--- src/rtl/led_sg_pkg.sv ---
package led_sg_pkg;

  localparam int REQ_W = 4;
  localparam int ACT_A_BIT = 0;
  localparam int ACT_B_BIT = 1;
  localparam int LOC_BIT   = 2;
  localparam int FLT_BIT   = 3;

  // three LED bits of one slot; activity sits at the lowest position
  typedef struct packed {
    logic fault;
    logic locate;
    logic active;
  } led_bits_t;

  typedef enum logic [2:0] {
    SQ_IDLE,
    SQ_PRE,
    SQ_LOAD,
    SQ_DATA,
    SQ_POST
  } seq_state_e;

  function automatic led_bits_t decode_req(input logic [REQ_W-1:0] st);
    led_bits_t b;
    b.active = st[ACT_A_BIT] | st[ACT_B_BIT];
    b.locate = st[LOC_BIT];
    b.fault  = st[FLT_BIT];
    return b;
  endfunction

endpackage

--- src/rtl/led_pattern_reg.sv ---
module led_pattern_reg
  import led_sg_pkg::*;
#(
  parameter int NUM_PORTS = 8,
  parameter int PORT_W    = 4,
  parameter int SLOT_W    = 3,
  localparam int PAT_W    = 3 * NUM_PORTS
) (
  input  logic                        clk,
  input  logic                        rst_n,
  input  logic                        upd_en,
  input  logic [PORT_W-1:0]           upd_port,
  input  led_bits_t                   upd_bits,
  input  logic [NUM_PORTS*SLOT_W-1:0] slot_map,
  output logic [PAT_W-1:0]            pattern
);

  logic [SLOT_W-1:0] tgt_slot;

  // look the port up in the remap table
  always_comb begin
    tgt_slot = '0;
    for (int p = 0; p < NUM_PORTS; p++) begin
      if (upd_port == PORT_W'(p)) tgt_slot = slot_map[p*SLOT_W +: SLOT_W];
    end
  end

  for (genvar s = 0; s < NUM_PORTS; s++) begin : g_slot
    logic [2:0] slot_q;
    always_ff @(posedge clk) begin
      if (!rst_n) begin
        slot_q <= '0;
      end else if (upd_en && tgt_slot == SLOT_W'(s)) begin
        slot_q <= upd_bits;
      end
    end
    assign pattern[3*s +: 3] = slot_q;
  end

endmodule

--- src/rtl/led_frame_seq.sv ---
module led_frame_seq
  import led_sg_pkg::*;
#(
  parameter int PAT_W  = 24,
  parameter int PORT_W = 4,
  parameter int DIV_W  = 16,
  parameter int CNT_W  = 4,
  localparam int BITS_W = $clog2(PAT_W + 1),
  localparam int CYC_W  = (CNT_W > BITS_W) ? CNT_W : BITS_W
) (
  input  logic              clk,
  input  logic              rst_n,
  input  logic              start,
  input  logic [PAT_W-1:0]  pattern,
  input  logic [DIV_W-1:0]  cfg_half,
  input  logic [CNT_W-1:0]  cfg_pre,
  input  logic [CNT_W-1:0]  cfg_post,
  input  logic [PORT_W-1:0] cfg_nports,
  output logic              busy,
  output logic              sg_clk,
  output logic              sg_load,
  output logic              sg_data
);

  seq_state_e        st_q;
  logic [DIV_W-1:0]  tick_q;
  logic              hi_q;
  logic [CYC_W-1:0]  cyc_q;
  logic [CYC_W-1:0]  cyc_nx;
  logic [CYC_W-1:0]  nbits;
  logic [PAT_W-1:0]  shreg_q;
  logic              half_end;

  assign cyc_nx   = cyc_q + CYC_W'(1);
  assign nbits    = CYC_W'(cfg_nports) * CYC_W'(3);
  assign half_end = (tick_q == cfg_half);

  always_ff @(posedge clk) begin
    if (!rst_n) begin
      st_q    <= SQ_IDLE;
      tick_q  <= '0;
      hi_q    <= 1'b0;
      cyc_q   <= '0;
      shreg_q <= '0;
    end else if (st_q == SQ_IDLE) begin
      if (start) begin
        st_q    <= (cfg_pre != '0) ? SQ_PRE : SQ_LOAD;
        shreg_q <= pattern;
        tick_q  <= '0;
        hi_q    <= 1'b0;
        cyc_q   <= '0;
      end
    end else if (!half_end) begin
      tick_q <= tick_q + DIV_W'(1);
    end else begin
      tick_q <= '0;
      if (!hi_q) begin
        hi_q <= 1'b1;
      end else begin
        // end of a serial clock period: step to the next one
        hi_q <= 1'b0;
        unique case (st_q)
          SQ_PRE: begin
            if (cyc_nx == CYC_W'(cfg_pre)) begin
              st_q  <= SQ_LOAD;
              cyc_q <= '0;
            end else begin
              cyc_q <= cyc_nx;
            end
          end
          SQ_LOAD: begin
            st_q  <= SQ_DATA;
            cyc_q <= '0;
          end
          SQ_DATA: begin
            shreg_q <= shreg_q >> 1;
            if (cyc_nx == nbits) begin
              st_q  <= (cfg_post != '0) ? SQ_POST : SQ_IDLE;
              cyc_q <= '0;
            end else begin
              cyc_q <= cyc_nx;
            end
          end
          SQ_POST: begin
            if (cyc_nx == CYC_W'(cfg_post)) begin
              st_q  <= SQ_IDLE;
              cyc_q <= '0;
            end else begin
              cyc_q <= cyc_nx;
            end
          end
          default: st_q <= SQ_IDLE;
        endcase
      end
    end
  end

  assign busy    = (st_q != SQ_IDLE);
  assign sg_clk  = hi_q;
  assign sg_load = (st_q == SQ_LOAD);
  assign sg_data = (st_q == SQ_DATA) & shreg_q[0];

endmodule

--- src/rtl/led_serial_shifter.sv ---
module led_serial_shifter
  import led_sg_pkg::*;
#(
  parameter int NUM_PORTS = 8,
  parameter int DIV_W     = 16,
  parameter int CNT_W     = 4,
  localparam int PORT_W   = $clog2(NUM_PORTS + 1),
  localparam int SLOT_W   = $clog2((NUM_PORTS > 1) ? NUM_PORTS : 2),
  localparam int PAT_W    = 3 * NUM_PORTS
) (
  input  logic                        clk,
  input  logic                        rst_n,
  input  logic                        req_valid,
  output logic                        req_ready,
  input  logic [PORT_W-1:0]           req_port,
  input  logic [REQ_W-1:0]            req_state,
  input  logic [DIV_W-1:0]            cfg_half,
  input  logic [CNT_W-1:0]            cfg_pre,
  input  logic [CNT_W-1:0]            cfg_post,
  input  logic [PORT_W-1:0]           cfg_nports,
  input  logic [NUM_PORTS*SLOT_W-1:0] cfg_slot_map,
  output logic                        busy,
  output logic                        sg_clk,
  output logic                        sg_load,
  output logic                        sg_data
);

  logic              hold_v_q;
  logic [PORT_W-1:0] hold_port_q;
  logic [REQ_W-1:0]  hold_state_q;
  logic              kick_q;
  logic              seq_busy;
  logic              apply;
  logic              in_range;
  logic [PAT_W-1:0]  pattern;

  assign req_ready = !hold_v_q;
  assign apply     = hold_v_q && !seq_busy && !kick_q;
  assign in_range  = (hold_port_q < cfg_nports) && (hold_port_q < PORT_W'(NUM_PORTS));

  always_ff @(posedge clk) begin
    if (!rst_n) begin
      hold_v_q     <= 1'b0;
      hold_port_q  <= '0;
      hold_state_q <= '0;
      kick_q       <= 1'b0;
    end else begin
      kick_q <= apply && in_range;
      if (apply) begin
        hold_v_q <= 1'b0;
      end else if (req_valid && req_ready) begin
        hold_v_q     <= 1'b1;
        hold_port_q  <= req_port;
        hold_state_q <= req_state;
      end
    end
  end

  led_pattern_reg #(
    .NUM_PORTS (NUM_PORTS),
    .PORT_W    (PORT_W),
    .SLOT_W    (SLOT_W)
  ) u_pat (
    .clk      (clk),
    .rst_n    (rst_n),
    .upd_en   (apply && in_range),
    .upd_port (hold_port_q),
    .upd_bits (decode_req(hold_state_q)),
    .slot_map (cfg_slot_map),
    .pattern  (pattern)
  );

  led_frame_seq #(
    .PAT_W  (PAT_W),
    .PORT_W (PORT_W),
    .DIV_W  (DIV_W),
    .CNT_W  (CNT_W)
  ) u_seq (
    .clk        (clk),
    .rst_n      (rst_n),
    .start      (kick_q),
    .pattern    (pattern),
    .cfg_half   (cfg_half),
    .cfg_pre    (cfg_pre),
    .cfg_post   (cfg_post),
    .cfg_nports (cfg_nports),
    .busy       (seq_busy),
    .sg_clk     (sg_clk),
    .sg_load    (sg_load),
    .sg_data    (sg_data)
  );

  assign busy = seq_busy | kick_q;

endmodule

--- config.mk ---
export PLATFORM = sky130hd
export DESIGN_NAME = led_serial_shifter
export DESIGN_NICKNAME = d
export VERILOG_FILES = /design/src/rtl/led_sg_pkg.sv /design/src/rtl/led_pattern_reg.sv /design/src/rtl/led_frame_seq.sv /design/src/rtl/led_serial_shifter.sv
export SDC_FILE = /design/constraint.sdc
export NUM_CORES = 1
export LEC_CHECK = 0
export BUFFER_PORTS_ARGS = -buffer_cell sky130_fd_sc_hd__buf_2
export CORE_MARGIN = 3
export CORE_UTILIZATION = 53
export CTS_BUF_LIST = sky130_fd_sc_hd__clkbuf_4
export DETAILED_ROUTE_END_ITERATION = 16
export PLACE_DENSITY = 0.83
export SLEW_MARGIN = 20
export SYNTH_ARGS = -nofsm -noshare
export SYNTH_HDL_FRONTEND = slang
export SYNTH_SLANG_ARGS = --single-unit
--- constraint.sdc ---
create_clock -name clk -period 2.9 [get_ports clk]
set_input_delay 0.145 -clock clk [delete_from_list [all_inputs] [get_ports clk]]
set_output_delay 0.145 -clock clk [all_outputs]
set_load 0.05 [all_outputs]
# Word level (Yosys, flattened, before mapping)
# Cells that the tools add are included.
[classes] eq_ne=26 magnitude_cmp=2 mux=38 add_sub_neg=2 n_mul=1 bitwise_logic=5 n_reduce_logical=32
[op_table] cell="24-bit 2-to-1 mux" n=5
[op_table] cell="16-bit 2-to-1 mux" n=3
[op_table] cell="3-bit 2-to-1 mux" n=16
[op_table] cell="5-bit 2-to-1 mux" n=7
[op_table] cell="5-bit one-hot mux with 4 select lines" n=1
[op_table] cell="16-bit by 1-bit adder with 16-bit output (second input constant)" n=1
[op_table] cell="16-bit equality test" n=1
[op_table] cell="4-bit by 3-bit equality test with 1-bit output (second input constant)" n=4
[op_table] cell="3-bit equality test (second input constant)" n=5
[op_table] cell="1-bit logical AND" n=13
[op_table] cell="3-bit by 2-bit equality test with 1-bit output (second input constant)" n=4
[op_table] cell="3-bit one-hot mux with 4 select lines" n=1
[op_table] cell="5-bit by 4-bit equality test with 1-bit output" n=2
[op_table] cell="3-bit by 1-bit inequality test with 1-bit output (second input constant)" n=3
[op_table] cell="4-bit by 2-bit equality test with 1-bit output (second input constant)" n=2
[op_table] cell="4-bit AND reduction" n=2
[op_table] cell="4-bit nonzero test" n=2
[op_table] cell="3-bit by 1-bit equality test with 1-bit output (second input constant)" n=2
[op_table] cell="3-bit zero test" n=2
[op_table] cell="6-bit AND reduction" n=1
[op_table] cell="2-bit nonzero test" n=3
[op_table] cell="5-bit by 1-bit adder with 5-bit output (second input constant)" n=1
[op_table] cell="5-bit equality test" n=1
[op_table] cell="4-bit by 2-bit multiplier with 5-bit output (second input constant)" n=1
[op_table] cell="15 further kinds" n=23
[word_totals] input_bits=63 regBits=83 wordCells=123

# Logic depth before layout (Yosys ltp)
# Gate-level depths: netlist of run 1.
[logic_depth] ltp_word=11 mapped_depth=9

# Cells and area by module
# A second synthesis of run 1 with hierarchy kept.
[unflattened] cells_unflattened=606 hier_area_um2=4992.3
[modules_own_cells] module="led_frame_seq" seq_area_each_um2=980.9 cells_each=417 instances=1 area_per_inst_um2=3258.1
[modules_own_cells] module="led_pattern_reg" seq_area_each_um2=480.5 cells_each=133 instances=1 area_per_inst_um2=1282.5
[modules_own_cells] module="led_serial_shifter" seq_area_each_um2=200.2 cells_each=56 instances=1 area_per_inst_um2=451.7

# Worst setup path after synthesis of run 1
# Ideal clock, no wire load.
[synth_path] path_kind="reg2reg" startpoint="reg u_seq.st_q[2]" endpoint="reg u_pat.g_slot[1].slot_q[0]" setup_slack_ps=439 arrival_ps=2323 required_time_ps=2762 stages_incl_launch_ff=10 cell_sequence="dfxtp_1 -> buf_6 -> or3_4 -> nor2_8 -> inv_2 -> or4_4 -> a21oi_4 -> or4b_1 -> clkbuf_1 -> mux2i_1"
[synth_via] elab_chain_cells=6
[synth_lines] element="start, declared" line_no="led_frame_seq.sv:25" rtl="seq_state_e st_q;"
[synth_lines] element="start signal, assigned" line_no="led_frame_seq.sv:47" rtl="st_q <= (cfg_pre != '0) ? SQ_PRE : SQ_LOAD;"
[synth_lines] element="start signal, assigned" line_no="led_frame_seq.sv:78" rtl="st_q <= (cfg_post != '0) ? SQ_POST : SQ_IDLE;"
[synth_lines] element="3-bit nonzero test" line_no="led_frame_seq.sv:98" rtl="assign busy = (st_q != SQ_IDLE);"
[synth_lines] element="1-bit zero test" line_no="led_serial_shifter.sv:38" rtl="assign apply = hold_v_q && !seq_busy && !kick_q;"
[synth_lines] element="1-bit logical AND (2 in a row)" line_no="led_serial_shifter.sv:38"
[synth_lines] element="1-bit logical AND" line_no="led_serial_shifter.sv:66" rtl=".upd_en (apply && in_range),"
[synth_lines] element="1-bit logical AND" line_no="led_pattern_reg.sv:33" rtl="end else if (upd_en && tgt_slot == SLOT_W'(s)) begin"
[synth_lines] element="end signal, assigned" line_no="led_pattern_reg.sv:34" rtl="slot_q <= upd_bits;"
[synth_lines] element="end, declared" line_no="led_pattern_reg.sv:29" rtl="logic [2:0] slot_q;"
# Every way passes these cells.
# A chain may end at the register's enable or synchronous reset.

# Worst setup path in the final report of run 1
[layout_path] startpoint="reg u_seq.st_q[0]" endpoint="reg u_pat.g_slot[1].slot_q[0]"
# Same word-level chain as after synthesis.

==> impl_metrics.csv, run 1 <==
group,metric,value,unit
power_and_ir_drop,power.ir.vdd_worst,0.309,mV
clocking,worstSkewPairLatency,0.42,ns
layout,num_antenna_cells,0,
power_and_ir_drop,swShare,0.271,
critical_path,path_max_fanout,14,
layout,syn2layout_area_growth,12.9,%
floorplanning,fp.dieArea,10100,um2
power_and_ir_drop,clock_power_share,0.290,
timing,final_setup_margin,0.159,ns
floorplanning,initial_core_util,0.561,
timing,timing.setup.tns,0,ns
grt,grt_max_degree,48,
critical_path,criticalPathCategory,"flop to flop",
power_and_ir_drop,share_comb_of_total_power,0.168,
critical_path,timing.critical_path.to_type,"flop",
power_and_ir_drop,power-per-cell-area,411,nW/um2
placed_design,dp.cells,711,
floorplanning,die_h,101,um
timing,hold_viol,0,
layout,layout.cells.most_common_list,"115 x sky130_fd_sc_hd__nand2_1, 83 x sky130_fd_sc_hd__dfxtp_1, 67 x sky130_fd_sc_hd__buf_2",
power_and_ir_drop,power.switching,597,uW
grt,grt_util_all_layers,0.215,
layout,mostFrequentLayoutCell,"sky130_fd_sc_hd__nand2_1",
grt,grt_pass1_vias,4019,
drt,number_of_drc_violations_after_detailed_routing_iteration_0,150,
logic_synthesis,synthFlopType,"sky130_fd_sc_hd__dfxtp_1",
grt,grt_overflow,0,
layout,finish.net_count,697,
logic_synthesis,postSynthAreaPerCell,8.36,um2
critical_path,ff2ff_path_depth,7,
clocking,cts_inserted_buffers,9,
timing,fin_worst_hold_slack,0.190,ns
logic_synthesis,synth_cell_type_count,63,
placed_design,gp_congestion,0.871,
power_and_ir_drop,internal_power,1600,uW
floorplanning,ioPinCount,68,
layout,final_layout_size_suffix_gt1_frac,0.170,
logic_synthesis,synth-seq-area-share,0.350,
logic_synthesis,postSynthCellCount,568,
hold_path,min_path_cells,2,
logic_synthesis,synth-edff-count,0,
clocking,cts_num_sinks,83,
critical_path,crit_required,3.17,ns
grt,wire_length_of_the_first_global_routing_pass,18000,um
grt,grt_antenna_before_repair,0,
placed_design,dpl.hpwl,7860,um
placed_design,dp_slack,0.210,ns
power_and_ir_drop,p_leak,0.00246,uW
floorplanning,core_area,8460,um2
drt,count_of_unresolved_drc_violations_after_routing,0,
floorplanning,fp.dieW,101,um
timing,fmax,365,MHz
layout,final_cells,734,
drt,detail_route.wl_per_cell,14.6,um
power_and_ir_drop,overall_power,2200,uW
timing,setup_viol,0,
timing,post-route-period-util,0.945,
drt,detailedRoute.firstPassIterationCount,4,
run,drv.max_cap_violation_count,0,
logic_synthesis,yosys_warnings,0,
drt,antenna_left,0,
timing,report.final.slew_viol_count,0,
hold_path,hold_class,"primary input to flop",
critical_path,timing.critical_path.from_type,"flop",
timing,final.setup_skew,0.0170,ns
logic_synthesis,syn-cell-area,4750,um2
critical_path,worst-endpoint-arrival,3.01,ns
placed_design,io_buffers,67,
clocking,tritoncts,"yes",
logic_synthesis,syn_nets,640,
logic_synthesis,yosys_register_bits,83,
timing,timing_worst_slew_pin_value,0.694,ns
clocking,cts_max_level,3,
timing,min_period,2.74,ns
clocking,clk_root_buffer_cell,"sky130_fd_sc_hd__clkbuf_4",
drt,routed_via_density,5.80,
timing,slew-limit-headroom,0.534,
timing,setup_repair_after_global_routing_missed_its_margin,"no",
floorplanning,floorplan.rows,33,
clocking,clock_path_buffers,2,
clocking,cts_setup_buffers,0,
power_and_ir_drop,power_frac_seq,0.542,
outcome,outcome,"finished clean",
logic_synthesis,share_of_flip_flops_with_an_asynchronous_set_or_reset_after_synthesis,0,
drt,drt_wl_total,10700,um
clocking,clkSlewWorstSetupHoldPaths,0.13,ns
drt,num_vias,4259,
## registers in the layout, indices dropped and copies added (netlist names)
| name | flops |
|---|---|
| u_seq.sg_clk | 1 |
| hold_state_q | 4 |
| u_seq.cyc_q | 5 |
| u_seq.tick_q | 16 |
| hold_v_q | 1 |
| kick_q | 1 |
| hold_port_q | 4 |
| u_pat.g_slot.slot_q | 24 |
| u_seq.st_q | 3 |
| u_seq.shreg_q | 24 |
## synthesized netlist by cell type, types with 4 or more instances
cell type,n,area (um2)
sky130_fd_sc_hd__xnor3_1,4,90.1
sky130_fd_sc_hd__nand3_1,41,205
sky130_fd_sc_hd__nand2b_1,5,31.3
sky130_fd_sc_hd__nor2b_1,10,62.6
sky130_fd_sc_hd__mux2i_1,30,300
sky130_fd_sc_hd__o211a_1,25,250
sky130_fd_sc_hd__a31o_2,5,43.8
sky130_fd_sc_hd__a21boi_0,18,135
sky130_fd_sc_hd__ha_1,8,100
sky130_fd_sc_hd__xor2_1,23,201
sky130_fd_sc_hd__and2_1,5,31.3
sky130_fd_sc_hd__nor2_1,19,71.3
sky130_fd_sc_hd__a22oi_1,4,30.0
sky130_fd_sc_hd__nand4b_1,5,43.8
sky130_fd_sc_hd__a21oi_1,12,60.1
sky130_fd_sc_hd__inv_1,12,45.0
sky130_fd_sc_hd__clkbuf_1,30,113
sky130_fd_sc_hd__nor4_1,8,50.1
sky130_fd_sc_hd__o21a_1,8,60.1
sky130_fd_sc_hd__xnor2_1,8,70.1
sky130_fd_sc_hd__o21ai_0,9,45.0
sky130_fd_sc_hd__buf_1,6,22.5
sky130_fd_sc_hd__nor3_1,13,65.1
sky130_fd_sc_hd__dfxtp_1,83,1660
sky130_fd_sc_hd__nand2_1,115,432
sky130_fd_sc_hd__nand4_1,5,31.3
## per-layer routing
layer | up-vias | track usage | share of wire | wire [um]
li1 | 2127 | - | - | -
met1 | 2030 | 0.256 | 0.43 | 4600
met2 | 85 | 0.382 | 0.52 | 5530
met3 | 17 | 0.0429 | 0.037 | 394
met4 | 0 | 0.0777 | 0.015 | 163
met5 | - | 0 | 0 | 0
## worst max-delay path: stages (launching register included)
cell,delay [ns]
sky130_fd_sc_hd__dfxtp_1,0.44
sky130_fd_sc_hd__or3_4,0.45
sky130_fd_sc_hd__nor2_8,0.14
sky130_fd_sc_hd__inv_2,0.14
sky130_fd_sc_hd__or4_4,0.45
sky130_fd_sc_hd__a21oi_4,0.24
sky130_fd_sc_hd__or4b_1,0.56
sky130_fd_sc_hd__mux2i_1,0.16
## through the flow
step / utilization / area [um2]
CTS: 0.633 / 5360
global route: 0.633 / 5360
global placement: 0.609 / 5150
finish: 0.633 / 5360
floorplan: - / 4750
detailed placement: 0.609 / 5150
## final timing paths
path / slack (ns) / startpoint / to
min: 0.19 / rst_n / u_seq.tick_q[5]$_SDFFE_PN0P_
min reg2reg: 0.47 / u_pat.g_slot[2].slot_q[0]$_SDFFE_PN0P_ / u_pat.g_slot[2].slot_q[0]$_SDFFE_PN0P_
max: 0.16 / u_seq.st_q[0]$_SDFFE_PN0P_ / u_pat.g_slot[1].slot_q[0]$_SDFFE_PN0P_
max reg2reg: 0.16 / u_seq.st_q[0]$_SDFFE_PN0P_ / u_pat.g_slot[1].slot_q[0]$_SDFFE_PN0P_
## power groups by stage
stage	Combinational, uW	Clock [uW]	Sequential, uW
finish	369	639	1190
global route	409	695	1200
CTS	371	656	1190
detailed placement	361	0	1220
global placement	347	0	1220
floorplan	252	0	1210
## layout make-up
class	count	area, um2
clock buffer	11	82.6
inverter	13	48.8
sequential	83	1660
multi-input combinational	434	2900
clock inverter	4	42.5
fill	702	3110
tap	105	131
timing repair buffer	84	495
## cells by family after synthesis
family / synth area share
muxes: 0.0656
DFF: 0.350
buffers and inverters: 0.0422
adders and majority gates: 0.0253
and+or+nand+nor: 0.259
xor gates and xnor gates: 0.0762
AOI/OAI and AO/OA: 0.182
## timing repair
action                                  CTS  global route
endpoints found under the hold margin     8             0
endpoints found under the setup margin    0             0
gates resized for setup                   0             0
hold buffers                              8             0
Power figures use the tool's default switching activity.
==> run 2, diff against run 1 <==
PLACE_DENSITY = 0.86   (was 0.83)
clock period = 2.4 ns   (was 2.9 ns; I/O delays follow)
==> run 2 against run 1 <==
Net effect: fmax up 20%; global-route usage up 1.1 points; total power up 23%; cell count up 2.7%; sequential share of layout area down 1.0 points; largest power group unchanged; highest routed layer unchanged.
==> impl_metrics.csv, run 2 (synthesis gave the netlist of run 1 again) <==
group,metric,value,unit
critical_path,worst-endpoint-arrival,2.66,ns
placed_design,io_buffers,67,
timing,report.final.slew_viol_count,0,
clocking,cts_num_sinks,83,
critical_path,criticalPathCategory,"flop to flop",
timing,setup_repair_after_global_routing_missed_its_margin,"yes",
clocking,tritoncts,"yes",
drt,num_vias,4456,
drt,drt_wl_total,11500,um
timing,timing_worst_slew_pin_value,0.739,ns
layout,register_area,1660,um2
clocking,cts_inserted_buffers,9,
floorplanning,fp.dieArea,10100,um2
grt,grt_overflow,0,
grt,grt_pass1_vias,4168,
layout,mostFrequentLayoutCell,"sky130_fd_sc_hd__nand2_1",
floorplanning,floorplan.rows,33,
drt,count_of_unresolved_drc_violations_after_routing,0,
timing,fmax,436,MHz
placed_design,gp_congestion,0.907,
timing,slew-limit-headroom,0.504,
critical_path,crit_required,2.77,ns
floorplanning,core_area,8460,um2
timing,hold_viol,0,
critical_path,timing.critical_path.from_type,"flop",
power_and_ir_drop,p_leak,0.00256,uW
timing,post-route-period-util,0.955,
layout,largestRegisters,"u_pat.g_slot.slot_q: 24 flops, u_seq.shreg_q: 24 flops, u_seq.tick_q: 16 flops",
clocking,worstSkewPairLatency,0.43,ns
grt,wire_length_of_the_first_global_routing_pass,18700,um
layout,num_antenna_cells,0,
layout,syn2layout_area_growth,16.9,%
layout,final_layout_size_suffix_gt1_frac,0.208,
grt,grt_max_degree,53,
drt,antenna_left,0,
layout,final_util,0.656,
clocking,clkSlewWorstSetupHoldPaths,0.13,ns
layout,area_occupied_by_multi_input_gates,2930,um2
grt,grt_antenna_before_repair,0,
floorplanning,die_h,101,um
drt,detailedRoute.firstPassIterationCount,5,
hold_path,hold_class,"primary input to flop",
floorplanning,ioPinCount,68,
timing,min_period,2.29,ns
grt,grt_util_all_layers,0.226,
drt,detail_route.wl_per_cell,15.2,um
power_and_ir_drop,power.ir.vdd_worst,0.380,mV
critical_path,path_max_fanout,6,
power_and_ir_drop,power-per-cell-area,490,nW/um2
run,drv.max_cap_violation_count,0,
drt,routed_via_density,5.91,
timing,timing.setup.tns,0,ns
clocking,clk_root_buffer_cell,"sky130_fd_sc_hd__clkbuf_4",
floorplanning,initial_core_util,0.561,
placed_design,dpl.hpwl,8120,um
floorplanning,fp.dieW,101,um
layout,total_of_fill_cells_in_the_finished_design,680,
drt,number_of_drc_violations_after_detailed_routing_iteration_0,300,
timing,setup_viol,0,
critical_path,timing.critical_path.to_type,"flop",
clocking,cts_setup_buffers,0,
timing,final.setup_skew,0.0195,ns
layout,layout.cells.most_common_list,"115 x sky130_fd_sc_hd__nand2_1, 82 x sky130_fd_sc_hd__dfxtp_1, 67 x sky130_fd_sc_hd__buf_2",
clocking,cts_max_level,3,
outcome,outcome,"finished clean",
clocking,clock_path_buffers,2,
layout,finish.net_count,717,
[run 2: cell count changes in the layout (fill, tap and decap cells not counted), sizes merged]
cell / before / now
buf: 76 / 96
clkbuf: 11 / 10
clkinvlp: 0 / 1
[run 2: layout make-up]
class,count,share of cell area
timing repair buffer,104,0.117
sequential,83,0.300
multi-input combinational,434,0.527
clock buffer,10,0.0135
clock inverter,5,0.00992
tap,105,0.0237
inverter,13,0.00879
[run 2: metrics by stage]
step | setup WS [ns] | hold slack [ns] | cells | cell area (um2) | total power [uW]
6_report | 0.109 | 0.110 | 754 | 5550 | 2720
5_1_grt | -0.000234 | 0.0881 | 754 | 5550 | 2830
4_1_cts | 0.0340 | 0.0940 | 754 | 5520 | 2720
3_5_place_dp | -0.148 | 0.387 | 731 | 5300 | 1940
3_3_place_gp | -0.120 | 0.383 | 731 | 5300 | 1920
2_1_floorplan | -0.0484 | 0.265 | 568 | 4750 | 1770
[run 2: per-layer routing]
metal  wire length [um]  global-route usage
met1               4600               0.258
met2               5840               0.396
met3                615              0.0554
met4                390               0.105
met5                  0                   0
[run 2: worst max-delay path: stages, from the launching register on]
cell                      delay, ns
sky130_fd_sc_hd__dfxtp_1       0.48
sky130_fd_sc_hd__xnor3_1       0.46
sky130_fd_sc_hd__xnor2_1       0.15
sky130_fd_sc_hd__o31a_1        0.25
sky130_fd_sc_hd__a211o_1       0.29
sky130_fd_sc_hd__or4_1         0.52
sky130_fd_sc_hd__o21ai_0       0.08
[run 2: repair_timing]
action,4_1_cts,5_1_grt
gates resized for setup,1,8
pin swaps,0,2
hold buffers,8,0
hold endpoints to repair,8,0
setup endpoints to repair,2,7
[run 2: power by group]
group	leakage (uW)	total, uW	internal [uW]	switching, uW
logic	0.00181	491	224	267
registers	0.000672	1440	1410	26.3
clock network	0.0000699	785	321	464
[run 2: worst paths after layout]
path / startpoint / endpoint / slack, ns / cells past startpoint
max: u_seq.cyc_q[3]$_SDFFE_PN0P_ / u_seq.st_q[1]$_SDFFE_PN0P_ / 0.11 / 6
min: rst_n / u_seq.shreg_q[21]$_SDFFE_PN0P_ / 0.11 / 2
min reg2reg: u_pat.g_slot[0].slot_q[2]$_SDFFE_PN0P_ / u_pat.g_slot[0].slot_q[2]$_SDFFE_PN0P_ / 0.47 / 2
max reg2reg: u_seq.cyc_q[3]$_SDFFE_PN0P_ / u_seq.st_q[1]$_SDFFE_PN0P_ / 0.11 / 6
==> run 3, diff against run 2 <==
CORE_UTILIZATION = 40   (was 53)
PLACE_DENSITY = 0.69   (was 0.86)
==> run 3 against run 2 <==
Net effect: critical path depth up 1; cell count up 5.0%; via count down 3.6%; worst hold slack better by 0.052 ns; worst setup slack worse by 0.027 ns; critical endpoint is now u_pat.g_slot[1].slot_q[0]$_SDFFE_PN0P_; highest routed layer unchanged.
==> impl_metrics.csv, run 3 (synthesis gave the netlist of run 1 again) <==
group,metric,value,unit
clocking,cts_num_sinks,83,
critical_path,timing.critical_path.to_type,"flop",
hold_path,hold_class,"primary input to flop",
clocking,worstSkewPairLatency,0.42,ns
placed_design,dp.cells,768,
timing,setup_viol,0,
drt,antenna_left,0,
layout,largestRegisters,"u_pat.g_slot.slot_q: 24 flops, u_seq.shreg_q: 24 flops, u_seq.tick_q: 16 flops",
placed_design,dpl.hpwl,8090,um
clocking,cts_max_level,3,
floorplanning,core_area,11500,um2
drt,number_of_drc_violations_after_detailed_routing_iteration_0,323,
floorplanning,die_h,115,um
drt,detailedRoute.firstPassIterationCount,4,
drt,num_vias,4294,
grt,grt_util_all_layers,0.177,
critical_path,timing.critical_path.from_type,"flop",
power_and_ir_drop,power.switching,748,uW
timing,post-route-period-util,0.966,
layout,final_cells,792,
clocking,tritoncts,"yes",
critical_path,criticalPathCategory,"flop to flop",
clocking,cts_setup_buffers,0,
layout,final_layout_size_suffix_gt1_frac,0.214,
timing,timing_worst_slew_pin_value,0.726,ns
timing,fmax,431,MHz
grt,grt_max_degree,66,
critical_path,path_max_fanout,3,
power_and_ir_drop,internal_power,1980,uW
power_and_ir_drop,power_frac_seq,0.527,
placed_design,io_buffers,67,
power_and_ir_drop,share_comb_of_total_power,0.178,
timing,report.final.slew_viol_count,0,
drt,detail_route.wl_per_cell,14.4,um
drt,routed_via_density,5.42,
layout,syn2layout_area_growth,18.5,%
layout,final_util,0.488,
run,drv.max_cap_violation_count,0,
timing,slew-limit-headroom,0.513,
timing,timing.setup.tns,0,ns
clocking,clock_path_buffers,2,
floorplanning,ioPinCount,68,
power_and_ir_drop,power-per-cell-area,486,nW/um2
timing,final_setup_margin,0.0819,ns
grt,grt_overflow,0,
floorplanning,fp.dieArea,13200,um2
critical_path,worst-endpoint-arrival,2.59,ns
drt,drt_wl_total,11400,um
critical_path,crit_required,2.68,ns
clocking,clk_root_buffer_cell,"sky130_fd_sc_hd__clkbuf_4",
timing,final.setup_skew,0.0161,ns
clocking,clkSlewWorstSetupHoldPaths,0.12,ns
grt,grt_antenna_before_repair,0,
drt,count_of_unresolved_drc_violations_after_routing,0,
placed_design,dp_slack,-0.215,ns
outcome,outcome,"finished clean",
placed_design,gp_congestion,0.844,
layout,finish.net_count,716,
floorplanning,initial_core_util,0.412,
grt,grt_pass1_vias,4238,
clocking,cts_inserted_buffers,9,
layout,mostFrequentLayoutCell,"sky130_fd_sc_hd__nand2_1",
timing,min_period,2.32,ns
floorplanning,fp.dieW,115,um
timing,hold_viol,0,
power_and_ir_drop,clock_power_share,0.294,
layout,num_antenna_cells,0,
power_and_ir_drop,p_leak,0.00256,uW
grt,wire_length_of_the_first_global_routing_pass,19400,um
layout,layout.cells.most_common_list,"115 x sky130_fd_sc_hd__nand2_1, 77 x sky130_fd_sc_hd__dfxtp_1, 67 x sky130_fd_sc_hd__buf_2",
power_and_ir_drop,swShare,0.274,
power_and_ir_drop,power.ir.vdd_worst,0.273,mV
floorplanning,floorplan.rows,39,
timing,fin_worst_hold_slack,0.163,ns
-- run 3: per-layer routing --
metal  vias to the layer above  GRT usage  part of all wire
met3                        27     0.0284             0.030
met4                         0     0.0712             0.025
met5                         -          0                 0
met2                        85      0.314              0.50
met1                      2023      0.211              0.44
li1                       2159          -                 -
-- run 3: per-stage QoR --
stage                     total power, uW  area [um2]
final                                2730        5620
after global routing                 2860        5620
after CTS                            2740        5580
after detailed placement             1940        5370
after global placement               1930        5370
after floorplan                      1770        4750
-- run 3: worst paths after layout --
kind | startpoint | to | slack (ns) | cells past startpoint
worst max-delay path | u_seq.st_q[2]$_SDFFE_PN0P_ | u_pat.g_slot[1].slot_q[0]$_SDFFE_PN0P_ | 0.08 | 7
worst min-delay path | cfg_post[3] | u_seq.st_q[2]$_SDFFE_PN0P_ | 0.16 | 4
worst max register to register | u_seq.st_q[2]$_SDFFE_PN0P_ | u_pat.g_slot[1].slot_q[0]$_SDFFE_PN0P_ | 0.08 | 7
worst min register to register | u_pat.g_slot[3].slot_q[1]$_SDFFE_PN0P_ | u_pat.g_slot[3].slot_q[1]$_SDFFE_PN0P_ | 0.47 | 2
-- run 3: timing repair --
action	CTS	global route
hold buffers	8	0
setup endpoints to repair	0	11
endpoints found under the hold margin	8	0
resized for setup	0	15
-- run 3: cell type report --
class / instances / area (um2)
clock buffer: 12 / 90.1
clock inverter: 4 / 41.3
fill: 1098 / 5890
inverter: 13 / 48.8
multi-input combinational: 434 / 2930
sequential: 83 / 1670
tap: 143 / 179
timing repair buffer: 103 / 663
-- run 3: worst max-delay path, stage by stage (launching register included) --
cell,delay (ns)
sky130_fd_sc_hd__dfxtp_1,0.34
sky130_fd_sc_hd__or3_4,0.42
sky130_fd_sc_hd__nor2_8,0.10
sky130_fd_sc_hd__inv_2,0.04
sky130_fd_sc_hd__or4_4,0.42
sky130_fd_sc_hd__a21oi_4,0.15
sky130_fd_sc_hd__or4b_1,0.55
sky130_fd_sc_hd__mux2i_1,0.16
-- run 3: power groups by stage --
stage               clock (uW)  combinational, uW  sequential [uW]
CTS                        817                485             1440
floorplan                    0                305             1460
global route               877                539             1450
detailed placement           0                473             1470
global placement             0                460             1470
finish                     804                487             1440
